File: config.mk
export PLATFORM = sky130hd
export DESIGN_NAME = dma_blkseq
export DESIGN_NICKNAME = d
export VERILOG_FILES = /design/src/rtl/dma_blkseq.sv
export SDC_FILE = /design/constraint.sdc
export NUM_CORES = 1
export LEC_CHECK = 0
export BUFFER_PORTS_ARGS = -buffer_cell sky130_fd_sc_hd__buf_4
export CAP_MARGIN = 20
export CORE_ASPECT_RATIO = 0.5
export CORE_MARGIN = 3
export CORE_UTILIZATION = 45
export CTS_BUF_LIST = sky130_fd_sc_hd__clkbuf_16
export DETAILED_ROUTE_END_ITERATION = 8
export PLACE_DENSITY_LB_ADDON = 0.12
export SYNTH_ARGS = -nofsm -noshare
export SYNTH_HDL_FRONTEND = slang
export SYNTH_SLANG_ARGS = --single-unit
File: constraint.sdc
create_clock -name clk -period 5.9 [get_ports clk]
set_input_delay 0 -clock clk [delete_from_list [all_inputs] [get_ports clk]]
set_output_delay 0 -clock clk [all_outputs]
set_load 0.05 [all_outputs]
File: src/rtl/dma_blkseq.sv
module dma_blkseq #(
  parameter int AW = 32,
  parameter int WORD_BYTES = 4
) (
  input  logic          clk,
  input  logic          rst_n,
  input  logic          prog_we,
  input  logic [2:0]    prog_addr,
  input  logic [AW-1:0] prog_wdata,
  input  logic          start,
  input  logic          stop,
  input  logic          blk_done,
  input  logic [AW-1:0] nxt_src,
  input  logic [AW-1:0] nxt_dst,
  input  logic          src_txn,
  input  logic          dst_txn,
  input  logic          err_evt,
  output logic          rd_req,
  output logic [AW-1:0] rd_addr,
  input  logic          rd_ack,
  input  logic [AW-1:0] rd_data,
  output logic          blk_go,
  output logic          ch_active,
  output logic [AW-1:0] cur_src,
  output logic [AW-1:0] cur_dst,
  output logic [AW-1:0] cur_ctl_lo,
  output logic [AW-1:0] cur_ctl_hi,
  output logic [AW-1:0] cur_llp,
  output logic [4:0]    raw_evt,
  output logic [4:0]    stat_evt,
  output logic          irq
);
  localparam int NEV = 5;
  localparam int NWORDS = 5;
  localparam logic [AW-1:0] STEP = AW'(WORD_BYTES);
  localparam logic [2:0] LAST_IDX = 3'(NWORDS - 1);

  typedef enum logic [1:0] {S_IDLE, S_GO, S_RUN, S_FETCH} st_t;
  st_t state;

  logic [AW-1:0] init_src, init_dst, init_clo, init_chi, init_llp, fptr;
  logic [3:0]    pol;
  logic [NEV-1:0] mask, raw, held;
  logic [2:0]    fidx;
  logic          stop_pend;

  wire src_rl = pol[1:0] == 2'd1;
  wire src_ll = pol[1:0] == 2'd2;
  wire dst_rl = pol[3:2] == 2'd1;
  wire dst_ll = pol[3:2] == 2'd2;
  wire any_rl = src_rl | dst_rl;
  wire any_ll = src_ll | dst_ll;

  wire blk_end = (state == S_RUN) && blk_done;
  wire finish  = blk_end && (stop_pend || stop || (any_ll ? (cur_llp == '0) : !any_rl));

  wire [NEV-1:0] ev   = {err_evt, dst_txn, src_txn, finish, blk_end};
  wire [NEV-1:0] clr  = (prog_we && prog_addr == 3'd7) ? prog_wdata[NEV-1:0] : '0;
  wire [NEV-1:0] setv = ev | held;

  assign rd_req    = state == S_FETCH;
  assign rd_addr   = fptr + AW'(fidx) * STEP;
  assign blk_go    = state == S_GO;
  assign ch_active = state != S_IDLE;
  assign raw_evt   = raw;
  assign stat_evt  = raw & mask;
  assign irq       = |stat_evt;

  always_ff @(posedge clk or negedge rst_n) begin
    if (!rst_n) begin
      state <= S_IDLE;
      init_src <= '0; init_dst <= '0; init_clo <= '0; init_chi <= '0; init_llp <= '0;
      cur_src <= '0; cur_dst <= '0; cur_ctl_lo <= '0; cur_ctl_hi <= '0; cur_llp <= '0;
      fptr <= '0; fidx <= '0; pol <= '0; mask <= '0; raw <= '0; held <= '0;
      stop_pend <= 1'b0;
    end else begin
      if (prog_we) begin
        case (prog_addr)
          3'd0: init_src <= prog_wdata;
          3'd1: init_dst <= prog_wdata;
          3'd2: init_clo <= prog_wdata;
          3'd3: init_chi <= prog_wdata;
          3'd4: init_llp <= prog_wdata;
          3'd5: pol <= prog_wdata[3:0];
          3'd6: mask <= prog_wdata[NEV-1:0];
          default: ;
        endcase
      end
      raw  <= (raw | setv) & ~clr;
      held <= setv & clr;
      if (state != S_IDLE && stop) stop_pend <= 1'b1;
      case (state)
        S_IDLE: if (start) begin
          cur_src <= init_src; cur_dst <= init_dst;
          cur_ctl_lo <= init_clo; cur_ctl_hi <= init_chi; cur_llp <= init_llp;
          stop_pend <= 1'b0;
          state <= S_GO;
        end
        S_GO: state <= S_RUN;
        S_RUN: if (blk_done) begin
          if (finish) begin
            stop_pend <= 1'b0;
            state <= S_IDLE;
          end else begin
            cur_src <= src_rl ? init_src : nxt_src;
            cur_dst <= dst_rl ? init_dst : nxt_dst;
            if (any_ll) begin
              fptr  <= cur_llp;
              fidx  <= '0;
              state <= S_FETCH;
            end else begin
              if (any_rl) begin
                cur_ctl_lo <= init_clo;
                cur_ctl_hi <= init_chi;
              end
              state <= S_GO;
            end
          end
        end
        S_FETCH: if (rd_ack) begin
          case (fidx)
            3'd0: if (src_ll) cur_src <= rd_data;
            3'd1: if (dst_ll) cur_dst <= rd_data;
            3'd2: cur_llp <= rd_data;
            3'd3: cur_ctl_lo <= rd_data;
            default: cur_ctl_hi <= rd_data;
          endcase
          fidx <= fidx + 3'd1;
          if (fidx == LAST_IDX) state <= S_GO;
        end
        default: state <= S_IDLE;
      endcase
    end
  end

  AST_RELOAD_SRC: assert property (@(posedge clk) disable iff (!rst_n)
    (blk_end && !finish && src_rl && !(prog_we && prog_addr == 3'd0)) |=> (cur_src == init_src));
  AST_SINGLE_BLOCK: assert property (@(posedge clk) disable iff (!rst_n)
    (blk_end && pol == 4'd0) |=> !ch_active);
  AST_LAST_DESC: assert property (@(posedge clk) disable iff (!rst_n)
    (blk_end && any_ll && cur_llp == '0) |=> (state == S_IDLE));
  AST_FETCH_STALL: assert property (@(posedge clk) disable iff (!rst_n)
    (rd_req && !(rd_ack && fidx == LAST_IDX)) |=> !blk_go);
  AST_BLK_EVENT: assert property (@(posedge clk) disable iff (!rst_n)
    blk_end |=> (raw[0] | held[0]));
  AST_MASK_GATE: assert property (@(posedge clk) disable iff (!rst_n)
    (mask == '0) |-> !irq);
  AST_CLEAR_WINS: assert property (@(posedge clk) disable iff (!rst_n)
    (clr != '0) |=> ((raw & $past(clr)) == '0));
endmodule

# Yosys cells after proc, flatten, opt, wreduce, memory -nomap -nowiden
# Index checks and enable logic that the tools add are counted.
totals:
  out_inout_bits: 206
  word_cells: 149
  input_bits: 141
  reg_bits: 377
classes:
  n_addsub: 2
  n_reduce_logical: 32
  eq_ne: 33
  muxes: 55
  bitwise_logic: 9
op_table:
  columns: ["operator", "n"]
  rows:
  - ["$mux W32", 31]
  - ["$pmux W32 S3", 4]
  - ["$pmux W32 S2", 1]
  - ["$add A32 B5 Y32", 1]
  - ["$logic_not A32 Y1", 1]
  - ["$ne A2 B1 Y1 const B", 8]
  - ["$reduce_and A8 Y1", 2]
  - ["$and A5 B5 Y5", 3]
  - ["$eq A3 B3 Y1 const B", 5]
  - ["$ne A2 B2 Y1 const B", 7]
  - ["$reduce_and A2 Y1", 7]
  - ["$reduce_and A7 Y1", 2]
  - ["$eq A3 B2 Y1 const B", 4]
  - ["$mux W2", 6]
  - ["$mux W3", 4]
  - ["$reduce_and A4 Y1", 3]
  - ["$or A5 B5 Y5", 2]
  - ["$eq A2 B2 Y1 const B", 4]
  - ["$pmux W2 S4", 1]
  - ["$eq A2 B1 Y1 const B", 3]
  - ["$eq A3 B1 Y1 const B", 2]
  - ["$logic_not A3 Y1", 2]
  - ["$pmux W3 S2", 1]
  - ["$reduce_bool A2 Y1", 3]
  - ["other kinds (15)", 24]

# Logic depth before layout (Yosys ltp)
# Gate-level depths: netlist (run 1).
depth:
  depth_word: 9
  depth_mapped: 10

# Least setup slack after synthesis (run 1)
# OpenSTA, ideal clock, no wires.
synth_timing:
  path_type: "reg-to-output"
  startpoint: "register fidx[0]"
  endpoint: "output rd_addr[22]"
  arrival_ns: 2.900
  path_slack_ns: 3.000
  path_stages_with_launch: 9
  cell_sequence: "dfrtp_1 > ha_1 > inv_1 > fa_1 > nand2b_1 > a211oi_1 > nor2b_1 > nand3_1 > xnor2_1"
synth_between:
  elab_chain_cells: 1
synth_lines:
  columns: ["item", "line", "text"]
  rows:
  - ["start: declaration", "44", "logic [2:0] fidx;"]
  - ["start signal: assignment", "128", "fidx <= fidx + 3'd1;"]
  - ["$add A32 B5 Y32", "62", "assign rd_addr = fptr + AW'(fidx) * STEP;"]
  - ["end: declaration", "19", "output logic [AW-1:0] rd_addr,"]
# Every way passes these cells.

# Final worst setup path (run 1)
layout_timing:
  startpoint: "register state[0]"
  endpoint: "register cur_dst[22]"
layout_between:
  elab_chain_cells: 5
  word_cells_on_any_way: 14
  classes_between: "eq/ne: 8; mux: 1; reduce/logical: 5"
layout_lines:
  columns: ["item", "line", "text"]
  rows:
  - ["start: declaration", "39", "st_t state;"]
  - ["start signal: assignment", "71", "state <= S_IDLE;"]
  - ["start signal: assignment", "97", "state <= S_GO;"]
  - ["start signal: assignment", "99", "S_GO: state <= S_RUN;"]
  - ["$eq A2 B2 Y1", "54, 92", null]
  - ["$logic_and A1 B1 Y1", "54", "wire blk_end = (state == S_RUN) && blk_done;"]
  - ["$logic_and A1 B1 Y1", "55", "wire finish = blk_end && (stop_pend || stop || (any_ll ? (cur_llp == '0) : !any_rl));"]
  - ["$ne A2 B2 Y1 (no line)", null, null]
  - ["$reduce_and A7 Y1 (no line)", null, null]
  - ["end signal: assignment", "94", "cur_src <= init_src; cur_dst <= init_dst;"]
  - ["end signal: assignment", "106", "cur_dst <= dst_rl ? init_dst : nxt_dst;"]
  - ["end signal: assignment", "123", "3'd1: if (dst_ll) cur_dst <= rd_data;"]
  - ["end: declaration", "25", "output logic [AW-1:0] cur_dst,"]
# Parallel ways exist; a longest one is shown, timed or not.
# A chain may end at the register's enable or synchronous reset.

==> results by group, run 1 <==
Outcome
  • Status: finished clean

Route
  • Post-route ant nets: 0
  • Final wirelength: 57400 µm
  • Wire per inst: 23.6 µm
  • DR pass1 iterations: 5
  • Vias/cell: 5.73
  • DR iter-0 viols: 1032
  • Via count: 13900
  • Post-route DRC violation count: 0

Die
  • Core area: 38200 µm²
  • Die span in x: 287 µm
  • Initial core utilization: 46.6%
  • Die area: 42100 µm²
  • # rows: 50
  • I/O Pins: 347
  • Die H: 147 µm

Power
  • VDD IR max: 0.323 mV
  • Power, Total: 13.4 mW
  • Leak: 10.6 nW
  • Pwr dens: 569 nW/µm²

Global routing
  • Largest net degree at the start of global routing: 153
  • Vias in the first global route: 14800
  • Most Crowded Layer GR: met2
  • Initial antenna violation count: 1
  • GR Layer Usage met3: 4.87%
  • Met1 usage: 35.9%
  • First-pass GRT wire length: 88300 µm
  • GRT met2 Usage: 45.0%
  • GRT Overall Usage: 27.0%
  • Total gr overflow: 0

STA
  • Period utilization: 67.0%
  • Count of final hold-check violations: 0
  • Worst-Margin Slew: 1040 ps
  • Max Fclk: 253 MHz
  • RSZ-0062 raised after global routing: false
  • Max_slew headroom: 30.5%
  • Minimum clock period: 3960 ps
  • Final Max Tran Viols: 0
  • Setup violators final: 0
  • Clock skew: 18.7 ps
  • Setup_tns: 0 ps

Synth
  • FF+latch count, synth: 377
  • Cell taking the most area after synthesis: dfrtp_1
  • Post-synth EDFFs: 0
  • Sequential element share of the synthesized area: 53.1%
  • Most numerous cell in the Yosys netlist: dfrtp_1
  • Most common library cells after synthesis: dfrtp_1 (377), mux2_2 (266), a221o_1 (96)
  • Synth Flop Type: dfrtp_1
  • Synth cell types: 50
  • Syn Std Cell Area: 17800 µm²
  • Syn nets: 1579
  • Post-synthesis instance total: 1425
  • Asr flop ratio synth: 100%
  • Syn Area/Cell: 12.5 µm²
  • Largest cells by area after synthesis: dfrtp_1 (53%), mux2_2 (17%), mux2_1 (6.0%)
  • Post-synth top area share: 53.1%
  • Ys Warns: 0

Layout
  • Nets@finish: 2036
  • Area grow syn2layout: 32.4%
  • Layout cells sized above 1: 36.9%
  • Fillers: 3061

Worst setup path
  • Critical Path Max Stage Delay: 820 ps
  • Crit Path Class: reg -> reg
  • Crit path max fanout: 73
  • Setup crit end kind: register
  • Worst path slowest cell: nor3_4
  • Critical-path cell list: inv_1, ha_4, nor2b_1, nor4_1, o21ai_4, buf_4, nor3_4, buf_4, mux2_1
  • Crit path depth: 9
  • Critical Path AT: 4360 ps
  • R2r worst-path depth: 9
  • Startpoint Class: register
  • Worst Path Buf+Inv: 3
  • Cell mode on critical path: buf_4
  • Critical Path RT: 6300 ps
  • Worst path top cell family by delay: simple AND/OR/NAND/NOR gates

Clock network
  • Post_cts resized: 0
  • Reg clk slew, reported paths: 70 ps
  • Htree depth: 2
  • Root buf cell: clkbuf_16
  • Clk_lat worst skew: 530 ps
  • TritonCTS Buffers: 37
  • CTS Sinks: 377
  • CTS tree: built
  • CTS max path bufs: 3

Place
  • Half-perimeter wire length after placement: 38200 µm
  • PortBufs: 346
  • Placer Congestion: 0.871

Flow run
  • Maximum Capacitance Violations: 0

Hold path
  • Hold path cells: 4
  • Worst Hold Class: in -> reg
## stage by stage
step | instance area [µm²] | cells | hold slack [ps] | util, % | setup slack [ps]
5_1_grt | 23500 | 2426 | 22.8 | 61.6 | 1740
3_3_place_gp | 20900 | 2215 | 64.1 | 54.7 | 2140
4_1_cts | 23500 | 2425 | 19.4 | 61.6 | 1970
3_5_place_dp | 20900 | 2216 | 77.8 | 54.8 | 2020
6_report | 23500 | 2429 | 19.6 | 61.6 | 1940
2_1_floorplan | 17800 | 1425 | -296 | - | 3000
## flip-flops by register name, indices dropped and copies added (netlist names)
| signal | flops |
|---|---|
| cur_ctl_hi | 32 |
| cur_ctl_lo | 32 |
| cur_dst | 32 |
| cur_llp | 32 |
| cur_src | 32 |
| fptr | 32 |
| init_chi | 32 |
| init_clo | 32 |
| init_dst | 32 |
| init_llp | 32 |
| init_src | 32 |
| held | 5 |
| mask | 5 |
| raw_evt | 5 |
| pol | 4 |
| fidx | 3 |
| state | 2 |
| stop_pend | 1 |
## power by group
group	internal, mW	switching (mW)	total (mW)	leakage (nW)
logic	2.42	4.30	6.72	5.42
registers	3.50	0.868	4.37	4.59
clock network	1.28	1.01	2.29	0.593
total	7.20	6.18	13.4	10.6
## cell type report
class	instances	area, µm²	share of cell area (%)
Inverter	48	180	0.766
Antenna cell	3	7.51	0.0319
Timing Repair Buffer	512	4250	18.1
Clock buffer	39	976	4.15
Multi-Input combinational cell	906	7860	33.4
Sequential cell	377	9430	40.1
Tap cell	520	651	2.77
Clock inverter	24	160	0.681
## path summary, 6_finish.rpt
check | from | to | slack (ps)
min in group asynchronous | rst_n | fptr[31] | 80
worst max register to register | state[0] | cur_dst[22] | 1940
max in group asynchronous | rst_n | cur_dst[16] | 4370
worst min-delay path | nxt_dst[13] | cur_dst[13] | 20
worst min register to register | cur_dst[18] | cur_dst[18] | 490
worst max-delay path | state[0] | cur_dst[22] | 1940
## kinds of logic after synthesis
logic type                 Yosys count  synth area share (%)
AOI/OAI and AO/OA                  221                  10.3
DFF                                377                  53.1
muxes                              364                  23.0
adders and majority gates           13                 0.957
buffers and inverters              142                  3.32
xor gates and xnor gates            29                  1.43
and+or+nand+nor                    279                  7.88
## cell usage in the layout (no fill, tap or decap), drive strengths merged, types with 10 or more instances in the layout
cell type	count
dfrtp	377
xor2	10
ha	12
nand2	86
dlygate4sd3	146
nand2b	39
a221o	96
buf	366
o21ai	36
mux2	361
and2	37
clkbuf	39
clkinv	12
nand3	17
inv	58
o41ai	32
nor4	11
xnor2	19
a31oi	32
nor2	52
## repair_timing
item | in CTS | in global routing
endpoints found under the setup margin | 0 | 0
buffers inserted | 0 | 0
hold endpoints to repair | 402 | 0
hold buffers | 146 | 0
## metal layers
metal  vias up  share of wire, %
met5         -             0.054
met4         4               2.8
met3       122               5.2
met2       427                49
met1      7187                43
li1       6167                 -
## worst reg2reg max path, cell delays in order (launching register included)
cell     delay, ps
dfrtp_1        420
inv_1          130
ha_4           460
nor2b_1        290
nor4_1         420
o21ai_4         90
buf_4          320
nor3_4         830
buf_4          470
mux2_1         410
(Power assumes the default switching activity.)
==> run 2: changes to the inputs <==
- clock period: 5.9 -> 3.55 ns (I/O delays scaled with it)
==> results by group, run 2 (synthesis results as in run 1) <==
Outcome
  • Status: finished clean

STA
  • Max Fclk: 302 MHz (+19%)
  • Max_slew headroom: 31.5% (+1.1 points)
  • RSZ-0062 raised after global routing: false
  • Final Max Tran Viols: 0 (unchanged)
  • Worst-Margin Slew: 1030 ps (-9.66 ps)
  • Clock skew: 31.9 ps (+13.1 ps)
  • Minimum clock period: 3310 ps (-644 ps)
  • Count of final hold-check violations: 0 (unchanged)
  • Setup_tns: 0 ps (unchanged)
  • Period utilization: 93.3% (+26 points)
  • Setup violators final: 0 (unchanged)

Route
  • Post-route DRC violation count: 0 (unchanged)
  • Final wirelength: 58100 µm (+1.3%)
  • DR iter-0 viols: 1063 (+3.0%)
  • DR pass1 iterations: 5 (unchanged)
  • Vias/cell: 5.74 (+0.19%)
  • Post-route ant nets: 0 (unchanged)
  • Wire per inst: 23.7 µm (+0.24%)
  • Via count: 14100 (+1.3%)

Worst setup path
  • Worst Path Buf+Inv: 1 (-2)
  • Worst path top cell family by delay: compound AO/OA/AOI/OAI gates
  • Critical-path cell list: inv_1, ha_1, nor2b_1, nor4_1, o21ai_4, a211o_2, mux2_1
  • Crit path max fanout: 32 (-56%)
  • Critical Path Max Stage Delay: 770 ps (-50 ps)
  • Critical Path AT: 3710 ps (-650 ps)
  • Worst path slowest cell: a211o_2
  • Critical Path RT: 3950 ps (-2350 ps)
  • Setup crit end kind: register
  • Crit path launch: state[0]
  • Reg2reg start: state[0]
  • Startpoint Class: register
  • Crit Path Class: reg -> reg

Power
  • Power, Total: 22.9 mW (+71%)
  • Pwr dens: 957 nW/µm² (+68%)
  • Leak: 10.8 nW (+1.8%)
  • VDD IR max: 0.580 mV (+80%)

Hold path
  • Worst Hold Class: in -> reg
  • Worst Hold Launch: nxt_src[4]

Layout
  • Area grow syn2layout: 34.5%
  • Register area: 9430 µm² (unchanged)
  • Final Core Density: 62.6% (+1.0 points)
  • Area of the multi-input gates: 7860 µm² (unchanged)
  • Most common cell after layout, fill and taps aside: buf_4
  • Layout cells sized above 1: 38.0% (+1.0 points)
  • Nets@finish: 2060 (+1.2%)
  • Commonest cells after routing, fill and taps aside: buf_4 (383), dfrtp_1 (377), mux2_2 (266)
  • Fillers: 2985 (-2.5%)

Global routing
  • GRT Overall Usage: 27.4% (+0.33 points)
  • Largest net degree at the start of global routing: 124 (-19%)
  • First-pass GRT wire length: 89300 µm (+1.1%)
  • Initial antenna violation count: 4 (+3)
  • Vias in the first global route: 14800 (+0.43%)
  • Total gr overflow: 0 (unchanged)

Clock network
  • CTS max path bufs: 3 (unchanged)
  • Clk_lat worst skew: 540 ps (about the same)
  • CTS Sinks: 377 (unchanged)
  • Post_cts resized: 0 (unchanged)
  • Post-CTS Repair Setup Buffers: 0 (unchanged)
  • Reg clk slew, reported paths: 70 ps (about the same)
  • TritonCTS Buffers: 36 (-2.7%)
  • CTS tree: built
  • Root buf cell: clkbuf_16
  • Htree depth: 2 (unchanged)

Die
  • Die H: 147 µm (unchanged)
  • # rows: 50 (unchanged)
  • I/O Pins: 347 (unchanged)
  • Die span in x: 287 µm (unchanged)
  • Die area: 42100 µm² (unchanged)
  • Initial core utilization: 46.6% (unchanged)
  • Core area: 38200 µm² (unchanged)

Place
  • Half-perimeter wire length after placement: 40000 µm (+4.7%)
  • Placer Congestion: 0.878 (+0.78%)
  • PortBufs: 346 (unchanged)

Flow run
  • Maximum Capacitance Violations: 0 (unchanged)
==> run 2: cell types whose count changed in the layout (fill, tap and decap cells not counted) <==
| cell | delta |
|---|---|
| buf_12 | +4 |
| buf_4 | +21 |
| bufinv_16 | +6 |
| clkbuf_16 | -1 |
| clkinv_1 | +3 |
| clkinv_2 | +1 |
| clkinv_8 | +1 |
| diode_2 | -2 |
| inv_1 | -5 |
| inv_6 | -2 |
==> run 2: area by class of cell <==
type / instances / area share, %
antenna: 1 / 0.0105
clock buffer: 38 / 3.98
clock inverter: 28 / 1.41
inverter: 48 / 0.754
multi-input combinational: 906 / 32.9
sequential: 377 / 39.5
tap: 520 / 2.72
timing repair buffer: 537 / 18.8
==> run 2: worst paths after layout <==
kind	cells past startpoint	endpoint	slack, ps
max	7	cur_ctl_hi[30]	240
min	4	cur_src[4]	30
max reg2reg	7	cur_ctl_hi[30]	240
min reg2reg	1	cur_dst[18]	490
max in group asynchronous	3	cur_dst[13]	2290
min in group asynchronous	2	fptr[31]	180
==> run 2: through the flow <==
stage               cell area (µm²)  setup WS [ps]  hold WS (ps)  instances
detailed placement            21100            328           189       2241
global placement              21100            428           170       2241
global route                  23900            128          27.8       2455
finish                        23900            239          30.8       2455
CTS                           23900            300          16.8       2453
floorplan                     17800            650          -296       1425
==> run 2: timing repair <==
| action | in CTS | in global routing |
|---|---|---|
| endpoints found under the hold margin | 421 | 0 |
| setup endpoints to repair | 0 | 0 |
| hold buffers | 146 | 0 |
==> run 2: tightest hold or removal path, cell delays in order <==
cell     delay [ps]
buf_4            80
mux2_2          140
a221o_1         150
mux2_2          160
==> run 2: metal layers <==
metal / up-vias / routed length (µm) / global-route usage (%)
met4: 4 / 1710 / 8.77
met3: 105 / 3340 / 4.68
met2: 448 / 27900 / 44.7
met1: 7333 / 25200 / 37.2
met5: - / 27 / 0
li1: 6192 / - / -
==> run 2: where the power goes <==
group          internal [mW]  switching [mW]  total (mW)
registers               5.81            1.26        7.07
logic                   4.16            7.41        11.6
clock network           2.53            1.72        4.25
